## config.mk

```make
export PLATFORM = sky130hd
export DESIGN_NAME = adc_trig_seq
export DESIGN_NICKNAME = d
export VERILOG_FILES = /design/src/rtl/adc_seq_pkg.sv /design/src/rtl/adc_seq_regs.sv /design/src/rtl/adc_seq_edge.sv /design/src/rtl/adc_seq_dma.sv /design/src/rtl/adc_trig_seq.sv
export SDC_FILE = /design/constraint.sdc
export NUM_CORES = 1
export LEC_CHECK = 0
export ABC_CLOCK_PERIOD_IN_PS = 2000
export CAP_MARGIN = 15
export CELL_PAD_IN_SITES_DETAIL_PLACEMENT = 1
export CELL_PAD_IN_SITES_GLOBAL_PLACEMENT = 1
export CORE_MARGIN = 4
export CORE_UTILIZATION = 44
export DETAILED_ROUTE_END_ITERATION = 8
export DONT_BUFFER_PORTS = 1
export PLACE_DENSITY = 0.86
export SYNTH_ARGS = -nofsm -noshare
export SYNTH_HDL_FRONTEND = slang
export SYNTH_SLANG_ARGS = --single-unit
```

## constraint.sdc

```tcl
create_clock -name clk_i -period 2 [get_ports clk_i]
set_input_delay 0.2 -clock clk_i [delete_from_list [all_inputs] [get_ports clk_i]]
set_output_delay 0.2 -clock clk_i [all_outputs]
set_load 0.03 [all_outputs]
```

## src/rtl/adc_seq_pkg.sv

```systemverilog
package adc_seq_pkg;
  localparam int CODE_W    = 12;
  localparam int CHAN_W    = 4;
  localparam int REG_W     = 16;
  localparam int ENTRY_W   = CHAN_W + CODE_W;
  localparam int TEMP_CHAN = 8;

  typedef enum logic [1:0] {
    SRC_SW  = 2'd0,
    SRC_PIN = 2'd1,
    SRC_TMR = 2'd2,
    SRC_OFF = 2'd3
  } trig_src_e;

  // packed LSB first: pwr[0] cont[1] src[3:2] cap[4] chan[8:5]
  typedef struct packed {
    logic [CHAN_W-1:0] chan;
    logic              cap;
    trig_src_e         src;
    logic              cont;
    logic              pwr;
  } ctrl_t;

  localparam int CTRL_W = $bits(ctrl_t);

  typedef enum logic {ST_IDLE, ST_CONV} seq_st_e;

  function automatic logic [CHAN_W-1:0] map_chan(input logic [CHAN_W-1:0] f);
    return (f > CHAN_W'(TEMP_CHAN)) ? CHAN_W'(TEMP_CHAN) : f;
  endfunction
endpackage

```

## src/rtl/adc_seq_regs.sv

```systemverilog
module adc_seq_regs
  import adc_seq_pkg::*;
#(
  parameter int AW    = 8,
  parameter int CNT_W = 8
) (
  input  logic              clk_i,
  input  logic              rst_ni,
  input  logic              we_i,
  input  logic [1:0]        addr_i,
  input  logic [REG_W-1:0]  wdata_i,
  output logic [REG_W-1:0]  rdata_o,
  output ctrl_t             ctrl_o,
  output logic [AW-1:0]     base_o,
  output logic [CNT_W-1:0]  cnt_o,
  output logic              sw_start_o,
  output logic              clr_o,
  input  logic [CODE_W-1:0] result_i,
  input  logic              done_i,
  input  logic              ovr_i,
  input  logic              capdone_i,
  input  logic              busy_i
);
  localparam int DMA_W = AW + CNT_W;
  localparam logic [1:0] A_CTRL = 2'd0;
  localparam logic [1:0] A_CMD  = 2'd1;
  localparam logic [1:0] A_DMA  = 2'd2;

  ctrl_t             ctrl_q;
  logic [AW-1:0]     base_q;
  logic [CNT_W-1:0]  cnt_q;

  always_ff @(posedge clk_i or negedge rst_ni) begin
    if (!rst_ni) begin
      ctrl_q <= '0;
      base_q <= '0;
      cnt_q  <= '0;
    end else if (we_i) begin
      if (addr_i == A_CTRL) ctrl_q <= ctrl_t'(wdata_i[CTRL_W-1:0]);
      if (addr_i == A_DMA)  {cnt_q, base_q} <= wdata_i[DMA_W-1:0];
    end
  end

  assign sw_start_o = we_i && (addr_i == A_CMD) && wdata_i[0];
  assign clr_o      = we_i && (addr_i == A_CMD) && wdata_i[1];
  assign ctrl_o     = ctrl_q;
  assign base_o     = base_q;
  assign cnt_o      = cnt_q;

  always_comb begin
    rdata_o = '0;
    case (addr_i)
      A_CTRL:  rdata_o[CTRL_W-1:0] = ctrl_q;
      A_CMD:   rdata_o = {busy_i, capdone_i, ovr_i, done_i, result_i};
      A_DMA:   rdata_o[DMA_W-1:0] = {cnt_q, base_q};
      default: rdata_o = '0;
    endcase
  end
endmodule

```

## src/rtl/adc_seq_edge.sv

```systemverilog
module adc_seq_edge #(
  parameter int STAGES = 2
) (
  input  logic clk_i,
  input  logic rst_ni,
  input  logic pin_i,
  output logic fall_o
);
  logic [STAGES-1:0] sync_q;
  logic              last_q;

  // idle-high pin: reset to ones so no edge is seen after reset
  always_ff @(posedge clk_i or negedge rst_ni) begin
    if (!rst_ni) begin
      sync_q <= '1;
      last_q <= 1'b1;
    end else begin
      sync_q <= {sync_q[STAGES-2:0], pin_i};
      last_q <= sync_q[STAGES-1];
    end
  end

  assign fall_o = last_q && !sync_q[STAGES-1];

  p_fall_single_r5: assert property (@(posedge clk_i) disable iff (!rst_ni)
    fall_o |=> !fall_o);
endmodule

```

## src/rtl/adc_seq_dma.sv

```systemverilog
module adc_seq_dma
  import adc_seq_pkg::*;
#(
  parameter int AW    = 8,
  parameter int CNT_W = 8
) (
  input  logic               clk_i,
  input  logic               rst_ni,
  input  logic               load_i,
  input  logic [AW-1:0]      base_i,
  input  logic [CNT_W-1:0]   target_i,
  input  logic               wr_i,
  input  logic [ENTRY_W-1:0] data_i,
  output logic               last_o,
  output logic               mem_we_o,
  output logic [AW-1:0]      mem_addr_o,
  output logic [ENTRY_W-1:0] mem_wdata_o
);
  localparam logic [AW-1:0]    A_ONE = AW'(1);
  localparam logic [CNT_W-1:0] N_ONE = CNT_W'(1);

  logic [AW-1:0]    ptr_q;
  logic [CNT_W-1:0] n_q;
  logic [CNT_W-1:0] n_next;

  assign n_next = n_q + N_ONE;
  // target of zero wraps to the full 2**CNT_W run
  assign last_o = (n_next == target_i);

  always_ff @(posedge clk_i or negedge rst_ni) begin
    if (!rst_ni) begin
      ptr_q       <= '0;
      n_q         <= '0;
      mem_we_o    <= 1'b0;
      mem_addr_o  <= '0;
      mem_wdata_o <= '0;
    end else begin
      mem_we_o <= wr_i;
      if (load_i) begin
        ptr_q <= base_i;
        n_q   <= '0;
      end else if (wr_i) begin
        mem_addr_o  <= ptr_q;
        mem_wdata_o <= data_i;
        ptr_q       <= ptr_q + A_ONE;
        n_q         <= n_next;
      end
    end
  end

  p_load_wr_excl_r11: assert property (@(posedge clk_i) disable iff (!rst_ni)
    !(load_i && wr_i));
  p_addr_step_r11: assert property (@(posedge clk_i) disable iff (!rst_ni)
    (mem_we_o && wr_i) |=> (mem_addr_o == $past(mem_addr_o) + A_ONE));
endmodule

```

## src/rtl/adc_trig_seq.sv

```systemverilog
module adc_trig_seq
  import adc_seq_pkg::*;
#(
  parameter int AW          = 8,
  parameter int CNT_W       = 8,
  parameter int SYNC_STAGES = 2
) (
  input  logic               clk_i,
  input  logic               rst_ni,
  input  logic               reg_we_i,
  input  logic [1:0]         reg_addr_i,
  input  logic [REG_W-1:0]   reg_wdata_i,
  output logic [REG_W-1:0]   reg_rdata_o,
  input  logic               cnv_pin_i,
  input  logic               tmr_pulse_i,
  output logic               conv_start_o,
  output logic [CHAN_W-1:0]  conv_chan_o,
  input  logic               conv_done_i,
  input  logic [CODE_W-1:0]  conv_code_i,
  output logic               mem_we_o,
  output logic [AW-1:0]      mem_addr_o,
  output logic [ENTRY_W-1:0] mem_wdata_o,
  output logic               irq_o
);
  ctrl_t             ctrl;
  logic [AW-1:0]     cap_base;
  logic [CNT_W-1:0]  cap_cnt;
  logic              sw_start, clr, pin_fall;
  logic              trig_raw, trig;
  logic              ctrl_pwr;

  seq_st_e           st_q, st_d;
  logic              cap_run_q, cap_run_d;
  logic [CHAN_W-1:0] chan_q;
  logic [CODE_W-1:0] result_q;
  logic              done_q, ovr_q, capdone_q;
  logic              start_now, set_done, set_capdone, set_ovr;
  logic              cap_load, cap_wr, cap_last;
  logic              busy;

  adc_seq_regs #(.AW(AW), .CNT_W(CNT_W)) u_regs (
    .clk_i      (clk_i),
    .rst_ni     (rst_ni),
    .we_i       (reg_we_i),
    .addr_i     (reg_addr_i),
    .wdata_i    (reg_wdata_i),
    .rdata_o    (reg_rdata_o),
    .ctrl_o     (ctrl),
    .base_o     (cap_base),
    .cnt_o      (cap_cnt),
    .sw_start_o (sw_start),
    .clr_o      (clr),
    .result_i   (result_q),
    .done_i     (done_q),
    .ovr_i      (ovr_q),
    .capdone_i  (capdone_q),
    .busy_i     (busy)
  );

  adc_seq_edge #(.STAGES(SYNC_STAGES)) u_edge (
    .clk_i  (clk_i),
    .rst_ni (rst_ni),
    .pin_i  (cnv_pin_i),
    .fall_o (pin_fall)
  );

  adc_seq_dma #(.AW(AW), .CNT_W(CNT_W)) u_dma (
    .clk_i       (clk_i),
    .rst_ni      (rst_ni),
    .load_i      (cap_load),
    .base_i      (cap_base),
    .target_i    (cap_cnt),
    .wr_i        (cap_wr),
    .data_i      ({chan_q, conv_code_i}),
    .last_o      (cap_last),
    .mem_we_o    (mem_we_o),
    .mem_addr_o  (mem_addr_o),
    .mem_wdata_o (mem_wdata_o)
  );

  assign ctrl_pwr = ctrl.pwr;
  assign busy     = (st_q == ST_CONV);

  always_comb begin
    case (ctrl.src)
      SRC_SW:  trig_raw = sw_start;
      SRC_PIN: trig_raw = pin_fall;
      SRC_TMR: trig_raw = tmr_pulse_i;
      default: trig_raw = 1'b0;
    endcase
  end

  assign trig    = ctrl_pwr && trig_raw;
  assign set_ovr = trig && busy;

  always_comb begin
    st_d        = st_q;
    cap_run_d   = cap_run_q;
    start_now   = 1'b0;
    set_done    = 1'b0;
    set_capdone = 1'b0;
    cap_load    = 1'b0;
    cap_wr      = 1'b0;
    if (st_q == ST_IDLE) begin
      if (trig) begin
        start_now = 1'b1;
        st_d      = ST_CONV;
        cap_run_d = ctrl.cap;
        cap_load  = ctrl.cap;
      end
    end else if (conv_done_i) begin
      if (cap_run_q) begin
        cap_wr = 1'b1;
        if (cap_last) begin
          set_capdone = 1'b1;
          cap_run_d   = 1'b0;
          st_d        = ST_IDLE;
        end else if (ctrl_pwr) begin
          start_now = 1'b1;
        end else begin
          cap_run_d = 1'b0;
          st_d      = ST_IDLE;
        end
      end else begin
        set_done = 1'b1;
        if (ctrl.cont && ctrl_pwr) start_now = 1'b1;
        else                       st_d      = ST_IDLE;
      end
    end
  end

  always_ff @(posedge clk_i or negedge rst_ni) begin
    if (!rst_ni) begin
      st_q         <= ST_IDLE;
      cap_run_q    <= 1'b0;
      chan_q       <= '0;
      result_q     <= '0;
      done_q       <= 1'b0;
      ovr_q        <= 1'b0;
      capdone_q    <= 1'b0;
      conv_start_o <= 1'b0;
      irq_o        <= 1'b0;
    end else begin
      st_q         <= st_d;
      cap_run_q    <= cap_run_d;
      conv_start_o <= start_now;
      irq_o        <= set_done;
      if (start_now) chan_q <= map_chan(ctrl.chan);
      if (busy && conv_done_i) result_q <= conv_code_i;
      done_q    <= set_done    || (done_q    && !clr);
      ovr_q     <= set_ovr     || (ovr_q     && !clr);
      capdone_q <= set_capdone || (capdone_q && !clr);
    end
  end

  assign conv_chan_o = chan_q;

  p_start_needs_pwr_r2: assert property (@(posedge clk_i) disable iff (!rst_ni)
    conv_start_o |-> $past(ctrl_pwr));
  p_chan_legal_r3: assert property (@(posedge clk_i) disable iff (!rst_ni)
    conv_chan_o <= CHAN_W'(TEMP_CHAN));
  p_ovr_sticky_r10: assert property (@(posedge clk_i) disable iff (!rst_ni)
    (ovr_q && !clr) |=> ovr_q);
  p_irq_not_cap_r11: assert property (@(posedge clk_i) disable iff (!rst_ni)
    irq_o |-> !mem_we_o);
  p_capdone_idle_r12: assert property (@(posedge clk_i) disable iff (!rst_ni)
    $rose(capdone_q) |-> !busy);
endmodule

```

## Word level (Yosys, flattened, before mapping)

Cells that the tools add are included.
Widths: inputs -> output; s select.

| word-level totals | value |
|---|---|
| logic and storage cells | 90 |
| input bits | 36 |
| flip-flop bits (word level) | 92 |
| output and inout bits | 47 |

| cells by class | value |
|---|---|
| order comparisons | 1 |
| bitwise operators | 1 |
| reduce and logical (&&, ||, !) cells | 24 |
| multiplexer cells | 33 |
| equal/unequal tests | 6 |
| add/sub/neg operators | 2 |

Operators by type and width:

| operator | count |
|---|---|
| $mux 8 | 4 |
| $pmux 9 s3 | 1 |
| $mux 1 | 25 |
| $add 8x1->8 const B | 2 |
| $pmux 7 s2 | 1 |
| $logic_and 1x1->1 | 11 |
| $eq 8x8->1 | 1 |
| $reduce_and 2->1 | 4 |
| $eq 2x1->1 const B | 2 |
| $eq 2x2->1 const B | 2 |
| $gt 4x4->1 const B | 1 |
| $logic_not 2->1 | 2 |
| $mux 4 | 1 |
| $reduce_bool 2->1 | 2 |
| $logic_or 1x1->1 | 3 |
| $pmux 1 s3 | 1 |
| $logic_not 1->1 | 2 |
| $ne 2x2->1 const B | 1 |
| $not 1->1 | 1 |

## Depth between registers and ports, before layout

| depth | value |
|---|---|
| depth in word-level cells | 9 |
| mapped depth | 10 |
| gate-level depth less buffers | 9 |

## Modules after synthesis

A second synthesis with hierarchy kept.

| second synthesis, totals | value |
|---|---|
| cells, all modules | 337 |
| area, all modules | 4311.6 µm² |

Modules (own cells, without submodules):

| module | times used | area an instance (µm²) | cells each | sequential area each (µm²) |
|---|---|---|---|---|
| adc_seq_dma | 1 | 1920.6 | 165 | 1026.0 |
| adc_seq_regs | 1 | 1310.0 | 99 | 625.6 |
| adc_trig_seq | 1 | 988.4 | 69 | 575.6 |
| adc_seq_edge | 1 | 92.6 | 4 | 78.8 |

## Worst setup path before layout

OpenSTA, ideal clock, no wires.

| path | value |
|---|---|
| kind | register -> register |
| start | register u_dma.n_q[0] |
| end | register chan_q[3], in the netlist conv_chan_o[3] |
| slack | -79 ps |
| path buffers | 0 |
| cell stages (with the launch flop) | 8 |
| clock period less this slack | 2079 ps |
| arrival | 1954 ps |
| library setup time | 125 ps |
| required time | 1875 ps |
| cell sequence | dfrtp_1 -> ha_1 -> xnor2_1 -> nand3_1 -> a2111oi_4 -> a21oi_2 -> a21boi_4 -> mux2_4 |

| between the ends | value |
|---|---|
| word-level cells in the longest chain between the ends | 6 |

RTL lines:

| element | RTL line | source |
|---|---|---|
| start, declared | adc_seq_dma.sv:23 | `logic [CNT_W-1:0] n_q;` |
| start signal, assigned | adc_seq_dma.sv:46 | `n_q <= n_next;` |
| $add 8x1->8 | adc_seq_dma.sv:26 | `assign n_next = n_q + N_ONE;` |
| $eq 8x8->1 | adc_seq_dma.sv:28 | `assign last_o = (n_next == target_i);` |
| $mux 1 | adc_trig_seq.sv:114 | `if (cap_last) begin` |
| $mux 1 | adc_trig_seq.sv:112 | `if (cap_run_q) begin` |
| $mux 1 | adc_trig_seq.sv:111 | `end else if (conv_done_i) begin` |
| $mux 1 | adc_trig_seq.sv:104 | `if (st_q == ST_IDLE) begin` |
| end signal, assigned | adc_trig_seq.sv:148 | `if (start_now) chan_q <= map_chan(ctrl.chan);` |
| end, declared | adc_trig_seq.sv:34 | `logic [CHAN_W-1:0] chan_q;` |

Every way passes these cells.
A chain may end at the register's enable or synchronous reset.

## Worst setup path after layout

| path | value |
|---|---|
| start | register u_dma.n_q[7] |
| end | register chan_q[2], in the netlist conv_chan_o[2] |

The elaborated chain is that of the path after synthesis.

==> reports/results.txt <==
dpl cell area: 4610 um^2
fmax: 0.456 GHz
HPWL after DPL: 8310 um
crit path buf inv count: 1
Hold WC Path Type: in -> async
final hold slack: -0.489 ns
max_slew headroom: 65.3%
first drt pass iteration count: 7
PortBufs: 0
Crit Path Class: reg -> reg
CP delay by family, top: compound AO/OA/AOI/OAI gates
Vias: 3,838
most frequent cells in the layout: 96 x nand2_1, 83 x dfrtp_1, 59 x buf_4
vias in the first global route: 4,125
Final Max Slew Viols: 0
largest net degree at the start of global routing: 93
clock skew: 0.0226 ns
setup ws final: -0.194 ns
Pleak: 2.49 nW
Final period util: 110%
final instance area: 5410 um^2
mapped cell area: 4200 um^2
die area: 11,200 um^2
fin crit period: 2.19 ns
FP Rows: 35
clk root buf: clkbuf_8
reg2reg setup slack: -0.19 ns
antenna fix cells: 0
final setup vio count: 11
total wire length: 17,200 um
peak supply drop: 901 uV
Pwr per Cell Area: 1290 nW/um^2
number of I/O pins: 83
Clock Tree Buf Depth: 2
DR vias/cell: 6.31
Area Growth Syn to Fin: 28.8%
Sink Count: 92
slowest cell delay on critical path: 0.45 ns
max_cap viols: 0
Crit Reg-Reg Startpoint: u_dma.n_q[7]$_DFFE_PN0P_
initial antenna violation count: 0
chip height: 106 um
Global Route Usage Sum: 28.2%
Req. time, crit path: 2.26 ns
Starting Density: 45.2%
RSZ-0062 raised after global routing: yes
status: complete, but fails checks
layout cell share with drive strength beyond 1: 31.9%
Nets: 517
CTS Buf Count: 9
Slowest cell on crit path: dfrtp_1
register bit count reported by yosys: 92
Core ar.: 9280 um^2
crit path cell chain: xor2_2, or2_4, o32ai_4, nor2_4, a21oi_4, a21boi_4, buf_4, a22o_2
Reg-to-Reg End: conv_chan_o[2]$_DFFE_PN0P_
CTS H-tree depth: 3
Clk pin slew, worst setup/hold paths: 0.09 ns
Final Power: 7.00 mW
element type at the critical path end: flip-flop
grt ovf: 0
Die Width: 106 um
Post-synth ARST share: 100%
Mapped Cells: 393
CTS tree: built
latest clock arrival within the worst-skew pair: 0.38 ns
Mapped Nets: 435
Main synth FF type: dfrtp_1
Reg2Reg Depth: 8
drt initial violations: 403
antenna viol nets, final: 0
final hold violations: 92
failing checks: negative hold slack, negative setup slack
worst slew pin tran: 0.521 ns
number of synthesized flops with an enable pin: 0
Avg Cell Area, Syn: 10.7 um^2
most common cell after layout, fill and taps aside: nand2_1
drt wl/cell: 28.3 um
routability cong.: 0.855
yosys warns: 0
Seq/Total Area, Yosys: 54.9%
Arrival @ worst endpoint: 2.45 ns
first-pass GRT wire length: 23,900 um
Distinct cells, synth: 47
CP Launch Type: flip-flop
drt drc: 0
Max FO, Critical Path: 4
-- synthesized netlist by cell type, types with 3 or more instances --
master	count	area, um^2
mux2_2	37	417
clkbuf_1	12	45.0
dfrtp_1	89	2230
inv_1	8	30.0
a221o_1	4	40.0
xor2_1	4	35.0
nor2b_1	7	43.8
nor2_1	23	86.3
ha_1	6	75.1
a222oi_1	9	90.1
and2_1	3	18.8
nand3_1	6	30.0
a21oi_1	7	35.0
a22o_2	3	30.0
a22oi_1	9	67.6
buf_2	3	15.0
dfstp_2	3	78.8
xnor2_1	6	52.6
and3_1	5	31.3
buf_1	3	11.3
nand2_1	96	360
o21ai_0	15	75.1
a31oi_1	5	31.3
-- how the worst max path moves through the flow --
stage                             start                          to  slack (ns)  depth (start not counted)
3_5_place_dp   u_dma.n_q[2]$_DFFE_PN0P_  conv_chan_o[3]$_DFFE_PN0P_       -0.20                          7
5_1_grt        u_dma.n_q[7]$_DFFE_PN0P_  conv_chan_o[2]$_DFFE_PN0P_       -0.22                          8
3_3_place_gp   u_dma.n_q[2]$_DFFE_PN0P_  conv_chan_o[3]$_DFFE_PN0P_       -0.07                          7
2_1_floorplan  u_dma.n_q[0]$_DFFE_PN0P_  conv_chan_o[3]$_DFFE_PN0P_        0.01                          8
6_report       u_dma.n_q[7]$_DFFE_PN0P_  conv_chan_o[2]$_DFFE_PN0P_       -0.19                          8
4_1_cts        u_dma.n_q[1]$_DFFE_PN0P_  conv_chan_o[3]$_DFFE_PN0P_       -0.10                          7
-- per-layer routing --
layer  GRT usage, %  wire (um)  vias to the layer above
met4           13.1       1020                        0
met5              0          0                        -
met2           48.2       8390                      300
met3           7.29       1400                       86
li1               -          -                     1532
met1           33.1       6420                     1920
-- repair_timing --
| item | in CTS | in global routing |
|---|---|---|
| hold buffers | 29 | 1 |
| endpoints found under the setup margin | 8 | 20 |
| gates cloned | 0 | 0 |
| pin swaps | 9 | 9 |
| resized for setup | 15 | 20 |
| hold endpoints to repair | 141 | 93 |
| setup buffers | 9 | 10 |
-- power by group --
group	switching [mW]	total, mW	internal, mW
sequential	1.14	3.59	2.45
combinational	1.15	2.08	0.931
clock	0.751	1.33	0.580
total	3.04	7.00	3.96
-- through the flow --
step,hold WS (ns),utilization (%),worst slack (ns),setup TNS [ns],std cells
floorplan,-0.0956,-,0.0115,0,393
global placement,-0.0916,49.6,-0.0658,-0.0798,544
detailed placement,-0.0921,49.6,-0.200,-0.638,544
CTS,-0.495,56.3,-0.101,-0.298,597
global route,-0.507,58.3,-0.217,-1.89,608
finish,-0.489,58.3,-0.194,-1.33,608
-- final cells by class --
cell class,count,area (um^2)
well taps,129,161
repair buffers,90,763
clock inverters,5,60.1
multi-input cells,274,1950
flip-flops and latches,92,2310
clock buffers,10,128
inverters,8,30.0
fillers,976,3870
-- state kept, by name (all words and copies together) (netlist names), 2 cells and up --
signal	flops
result_q	12
u_dma.mem_wdata_o	16
u_regs.ctrl_o	9
u_edge.sync_q	2
u_dma.mem_addr_o	8
u_dma.n_q	8
u_regs.base_o	8
u_dma.ptr_q	8
conv_chan_o	4
u_regs.cnt_o	8
-- logic make-up after synthesis --
group	count (synthesis)	share of synthesized area [%]
adder cells (fa/ha/maj)	6	1.79
AND/OR/NAND/NOR	153	15.7
multiplexers	38	10.3
flip-flops	92	54.9
buffers and inverters	27	2.68
AO/OA/AOI/OAI	67	12.5
XOR/XNOR	10	2.09
(Power assumes the default switching activity.)
